**config.mk**
```make
export PLATFORM = sky130hd
export DESIGN_NAME = hb_pwm_unipolar
export DESIGN_NICKNAME = d
export VERILOG_FILES = /design/src/rtl/hb_pwm_pkg.sv /design/src/rtl/hb_period_ctr.sv /design/src/rtl/hb_leg.sv /design/src/rtl/hb_pwm_unipolar.sv
export SDC_FILE = /design/constraint.sdc
export NUM_CORES = 1
export LEC_CHECK = 0
export ABC_AREA = 1
export BUFFER_PORTS_ARGS = -buffer_cell sky130_fd_sc_hd__buf_2
export CAP_MARGIN = 20
export CORE_MARGIN = 4
export CORE_UTILIZATION = 50
export DETAILED_ROUTE_END_ITERATION = 10
export PLACE_DENSITY = 0.66
export SETUP_SLACK_MARGIN = 0.05
export SLEW_MARGIN = 10
export SYNTH_ARGS = -nofsm -noshare
export SYNTH_HDL_FRONTEND = slang
export SYNTH_HIERARCHICAL = 1
export SYNTH_SLANG_ARGS = --single-unit
export TNS_END_PERCENT = 20
```
**constraint.sdc**
```tcl
create_clock -name clk -period 30.1 [get_ports clk]
set_clock_uncertainty 0.1 [all_clocks]
set_input_delay 9.03 -clock clk [delete_from_list [all_inputs] [get_ports clk]]
set_output_delay 9.03 -clock clk [all_outputs]
set_load 0.02 [all_outputs]
```
**src/rtl/hb_pwm_pkg.sv**
```systemverilog
package hb_pwm_pkg;
   // smallest period that keeps the two strobes apart by at least one idle cycle
   localparam int unsigned PERIOD_FLOOR = 4;
   typedef enum int {
      LEG_A = 0,
      LEG_B = 1
   } leg_e;
endpackage

```
**src/rtl/hb_period_ctr.sv**
```systemverilog
module hb_period_ctr #(
   parameter int unsigned CNT_W   = 12,
   parameter int unsigned P_FLOOR = 4
) (
   input  logic             clk,
   input  logic             rst_n,
   input  logic             en,
   input  logic [CNT_W-1:0] period_in,
   output logic [CNT_W-1:0] cnt,
   output logic [CNT_W-1:0] p_cur,
   output logic [CNT_W-1:0] p_next,
   output logic             load
);
   localparam logic [CNT_W-1:0] FLOOR_V = CNT_W'(P_FLOOR);

   assign p_next = (period_in < FLOOR_V) ? FLOOR_V : period_in;
   assign load   = !en || (cnt == p_cur - 1'b1);

   always_ff @(posedge clk) begin
      if (!rst_n) begin
         cnt   <= '0;
         p_cur <= FLOOR_V;
      end else if (load) begin
         cnt   <= '0;
         p_cur <= p_next;
      end else begin
         cnt   <= cnt + 1'b1;
      end
   end

   // count never reaches the captured period
   a_r1_cnt_range: assert property (@(posedge clk) disable iff (!rst_n)
      cnt < p_cur);
   // last count of a running period is followed by zero
   a_r1_wrap: assert property (@(posedge clk) disable iff (!rst_n)
      (en && cnt == p_cur - 1'b1) |=> (cnt == '0));
   // disabled cycle leaves the counter at zero
   a_r8_hold_zero: assert property (@(posedge clk) disable iff (!rst_n)
      !en |=> (cnt == '0));
endmodule

```
**src/rtl/hb_leg.sv**
```systemverilog
module hb_leg #(
   parameter int unsigned DUTY_W = 10,
   parameter int unsigned CNT_W  = 12
) (
   input  logic              clk,
   input  logic              rst_n,
   input  logic              en,
   input  logic              load,
   input  logic [DUTY_W-1:0] duty,
   input  logic [CNT_W-1:0]  p_next,
   input  logic [CNT_W-1:0]  cnt,
   input  logic [CNT_W-1:0]  p_cur,
   output logic              hi
);
   localparam int unsigned     PW   = DUTY_W + CNT_W;
   localparam logic [DUTY_W-1:0] FS = {DUTY_W{1'b1}};
   localparam logic [PW-1:0]   DEN  = PW'(2) * PW'(FS);

   logic [PW-1:0]    prod;
   logic [CNT_W-1:0] h_new, h_q;
   logic             full_q;

   assign prod  = PW'(duty) * PW'(p_next);
   assign h_new = CNT_W'(prod / DEN);

   always_ff @(posedge clk) begin
      if (!rst_n) begin
         h_q    <= '0;
         full_q <= 1'b0;
      end else if (load) begin
         h_q    <= h_new;
         full_q <= (duty == FS);
      end
   end

   assign hi = full_q || (cnt < h_q) || (cnt >= p_cur - h_q);

   // on-window is frozen inside a running period
   a_r7_window_frozen: assert property (@(posedge clk) disable iff (!rst_n)
      (en && $past(en) && !$past(load)) |-> ($stable(h_q) && $stable(full_q)));
   // a non-empty pulse always covers the restart point
   a_r2_centered: assert property (@(posedge clk) disable iff (!rst_n)
      (cnt == '0 && h_q != '0) |-> hi);
endmodule

```
**src/rtl/hb_pwm_unipolar.sv**
```systemverilog
module hb_pwm_unipolar
   import hb_pwm_pkg::*;
#(
   parameter int unsigned DUTY_W = 10,
   parameter int unsigned CNT_W  = 12
) (
   input  logic              clk,
   input  logic              rst_n,
   input  logic              enable,
   input  logic [CNT_W-1:0]  period,
   input  logic [DUTY_W-1:0] duty_a,
   output logic              gate_a,
   output logic              gate_a_n,
   output logic              gate_b,
   output logic              gate_b_n,
   output logic              sample_trig
);
   localparam logic [DUTY_W-1:0] FS    = {DUTY_W{1'b1}};
   localparam int unsigned       N_LEG = 2;

   if (DUTY_W < 2) begin : g_bad_duty
      $error("hb_pwm_unipolar: DUTY_W must be at least 2");
   end
   if (CNT_W < 3) begin : g_bad_cnt
      $error("hb_pwm_unipolar: CNT_W must hold the period floor");
   end

   logic [CNT_W-1:0]  cnt, p_cur, p_next;
   logic              load;
   logic [DUTY_W-1:0] leg_duty [N_LEG];
   logic [N_LEG-1:0]  leg_hi;

   hb_period_ctr #(.CNT_W(CNT_W), .P_FLOOR(PERIOD_FLOOR)) u_ctr (
      .clk(clk), .rst_n(rst_n), .en(enable), .period_in(period),
      .cnt(cnt), .p_cur(p_cur), .p_next(p_next), .load(load)
   );

   assign leg_duty[LEG_A] = duty_a;
   assign leg_duty[LEG_B] = FS - duty_a;

   for (genvar g = 0; g < N_LEG; g++) begin : g_leg
      hb_leg #(.DUTY_W(DUTY_W), .CNT_W(CNT_W)) u_leg (
         .clk(clk), .rst_n(rst_n), .en(enable), .load(load),
         .duty(leg_duty[g]), .p_next(p_next), .cnt(cnt), .p_cur(p_cur),
         .hi(leg_hi[g])
      );
   end

   assign gate_a      = enable &&  leg_hi[LEG_A];
   assign gate_a_n    = enable && !leg_hi[LEG_A];
   assign gate_b      = enable &&  leg_hi[LEG_B];
   assign gate_b_n    = enable && !leg_hi[LEG_B];
   assign sample_trig = enable && (cnt == '0 || cnt == (p_cur >> 1));

   // strobe is a single-cycle pulse
   a_r6_strobe_single: assert property (@(posedge clk) disable iff (!rst_n)
      sample_trig |=> !sample_trig);
   // upper and lower gate of a leg never conduct together
   a_r5_no_shoot: assert property (@(posedge clk) disable iff (!rst_n)
      !(gate_a && gate_a_n) && !(gate_b && gate_b_n));
endmodule

```
==> results.txt <==
status: finished, final reports clean
Distinct cells, synth: 57
RSZ-0062 raised after global routing: no
R2R depth: 15
Rows: 74
Placed Instance Area: 21300 um^2
Period minus WS final: 22130 ps
adder-cell share of the synthesized area: 26.2%
final setup fails: 0
clock sinks: 50
setup TNS: 0 ps
Post-synth top cells: nand2_1, inv_1, nand3_1
period utilization: 73.5%
post-synthesis cell count: 3518
hold_buf cts: 0
vias in the first global route: 20200
Die Area: 45000 um^2
most numerous cell in the Yosys netlist: nand2_1
Design Area, Final: 21500 um^2
worst setup path class: in -> reg
XOR/XNOR Fraction of Synth Area: 2.73%
largest net degree at the start of global routing: 23
Hold EP: g_leg[1].u_leg/full_q
Synth-to-Final Area Change: 3.05%
I/O pin total: 30
first-pass GRT wire length: 93.9 mm
Worst Setup End Kind: register
Total Wirelength: 54.5 mm
Worst EP required: 30220 ps
mux cell area share after synthesis: 0%
HPWL Detailed: 44.9 mm
die outline height: 212 um
CTS tree: done
critical-path cell with the highest stage delay: fa_1
asr flop ratio synth: 0%
CP startpoint kind: primary input
Worst slew margin: 42.5%
DR iter-0 viols: 1509
sequential-to-total area share from yosys stat: 4.81%
Yosys top cell area share: 20.4%
prevailing post-synth register cell: dfxtp_1
Syn Nets: 3885
GRT Total Usage: 24.2%
nets@finish: 3848
top area cells in the synthesized netlist: nand2_1, fa_1, inv_1
register-to-register setup slack: 26450 ps
CTS buffer count: 5
hold_sp: g_leg[1].u_leg/full_q
WL/cell: 13.6 um
Hold Path Class: reg -> reg
Root Buffer: clkbuf_16
PortBufs: 29
leading area contributor after synthesis: nand2_1
Starting Density: 50.8%
Hold Worst Slack: 377 ps
layout cells sized above 1: 9.45%
Synth Register Bits: 50
post-synthesis compound-gate area fraction: 8.54%
main combinational cell family by area after synthesis: simple AND/OR/NAND/NOR gates
Max Cap Viol: 0
Max H-tree Level: 2
number of synthesized flops with an enable pin: 0
Avg Cell Area, Syn: 5.92 um^2
final hold vios: 0
DR vias: 20900
post_cts resized: 0
gpl congestion: 0.970
crit path max fanout: 22
clock slew at reported path FFs: 80 ps
simple-gate share of the synthesized area: 42.9%
Die W: 212 um
Worst-Skew Late Latency: 310 ps
vias per cell: 5.20
Post-CTS Setup Inserts: 0
CP dominant cell by count: nand2_1
synthesized area: 20800 um^2
r2r startpoint: u_ctr/p_cur[1]
Max clock buf depth: 2
CP peak stage delay: 540 ps
grt total ovfl: 0
Antenna Violating Nets Remaining: 0
FF-to-FF End: g_leg[1].u_leg/h_q[5]
post-detailed-route DRC marker count: 0
DRT Pass-1 Iters: 5
Core ar.: 41000 um^2
WP data arrival: 22240 ps
Yosys Warn Count: 6
Min-Delay Path Depth: 2
Max Clk Rate: 0.0452 GHz
fin. max-slew vios: 0
worst slew pin tran: 856 ps
initial antenna violation count: 2
placed cells by master, fill, tap and decap left out, drive strengths merged, types with 2 or more instances in the layout:
cell / count
ha: 184
diode: 2
o21ai: 92
a21oi: 133
o31ai: 3
a31oi: 3
clkbuf: 5
o21bai: 20
o211ai: 21
nor2: 314
or2: 3
and2: 4
clkinv: 4
buf: 29
fa: 158
xor2: 42
nand3: 305
o221a: 2
o221ai: 2
xnor2: 23
nand2: 1232
a21o: 8
inv: 730
a211oi: 3
o2111ai: 2
nand4: 52
nand3b: 14
a21boi: 4
nor3: 36
dfxtp: 50
worst max path at each step:
stage / from / cells after the start / end
after floorplan: period[6] / 82 / g_leg[0].u_leg/h_q[0]
after global placement: period[9] / 79 / g_leg[0].u_leg/h_q[0]
after detailed placement: period[7] / 85 / g_leg[0].u_leg/h_q[0]
after CTS: period[7] / 85 / g_leg[0].u_leg/h_q[0]
after global routing: period[8] / 85 / g_leg[0].u_leg/h_q[0]
final: period[9] / 85 / g_leg[0].u_leg/h_q[0]
through the flow:
step | worst slack (ps) | cells | util [%]
final | 7970 | 4016 | 52.3
after global routing | 6400 | 4015 | 52.3
after CTS | 7990 | 4014 | 52.3
after detailed placement | 7690 | 4006 | 51.9
after global placement | 7930 | 4006 | 51.9
after floorplan | 10470 | 3518 | -
metal layers:
layer  track usage, %  routed length [um]
met5                0                   0
met4             4.14                 833
met3             1.76                2450
met2             41.7               25500
met1             34.0               25700
critical path, delay by kind of cell:
kind / cells / cell delay (ps)
AOI/OAI and AO/OA: 4 / 1050
adders and majority gates: 6 / 2920
buffers and inverters: 7 / 1230
and+or+nand+nor: 68 / 7920
flip-flops by register name, summed over array words and instances (netlist names):
signal,flops
g_leg.u_leg/h_q,24
u_ctr/cnt,12
u_ctr/p_cur,12
g_leg.u_leg/full_q,2
logic make-up (layout without fill, tap and decap cells):
| family | after synthesis | in the layout |
|---|---|---|
| buf+inv | 804 | 768 |
| xor+xnor | 65 | 65 |
| other cells | 0 | 2 |
| flops | 50 | 50 |
| simple gates | 1963 | 1963 |
| compound gates | 294 | 294 |
| fa+ha+maj | 342 | 342 |
area by class of cell:
cell class	instances	area [um^2]
sequential	50	1000
antenna	2	5.00
tap	532	666
multi-input combinational	2664	16700
timing repair buffer	29	145
clock buffer	5	125
fill	4323	19600
inverter	731	2740
clock inverter	3	28.8
Power is left out: the tool's default activity adds up to more than one toggle a clock period on the data nets, which glitch-free logic cannot reach.
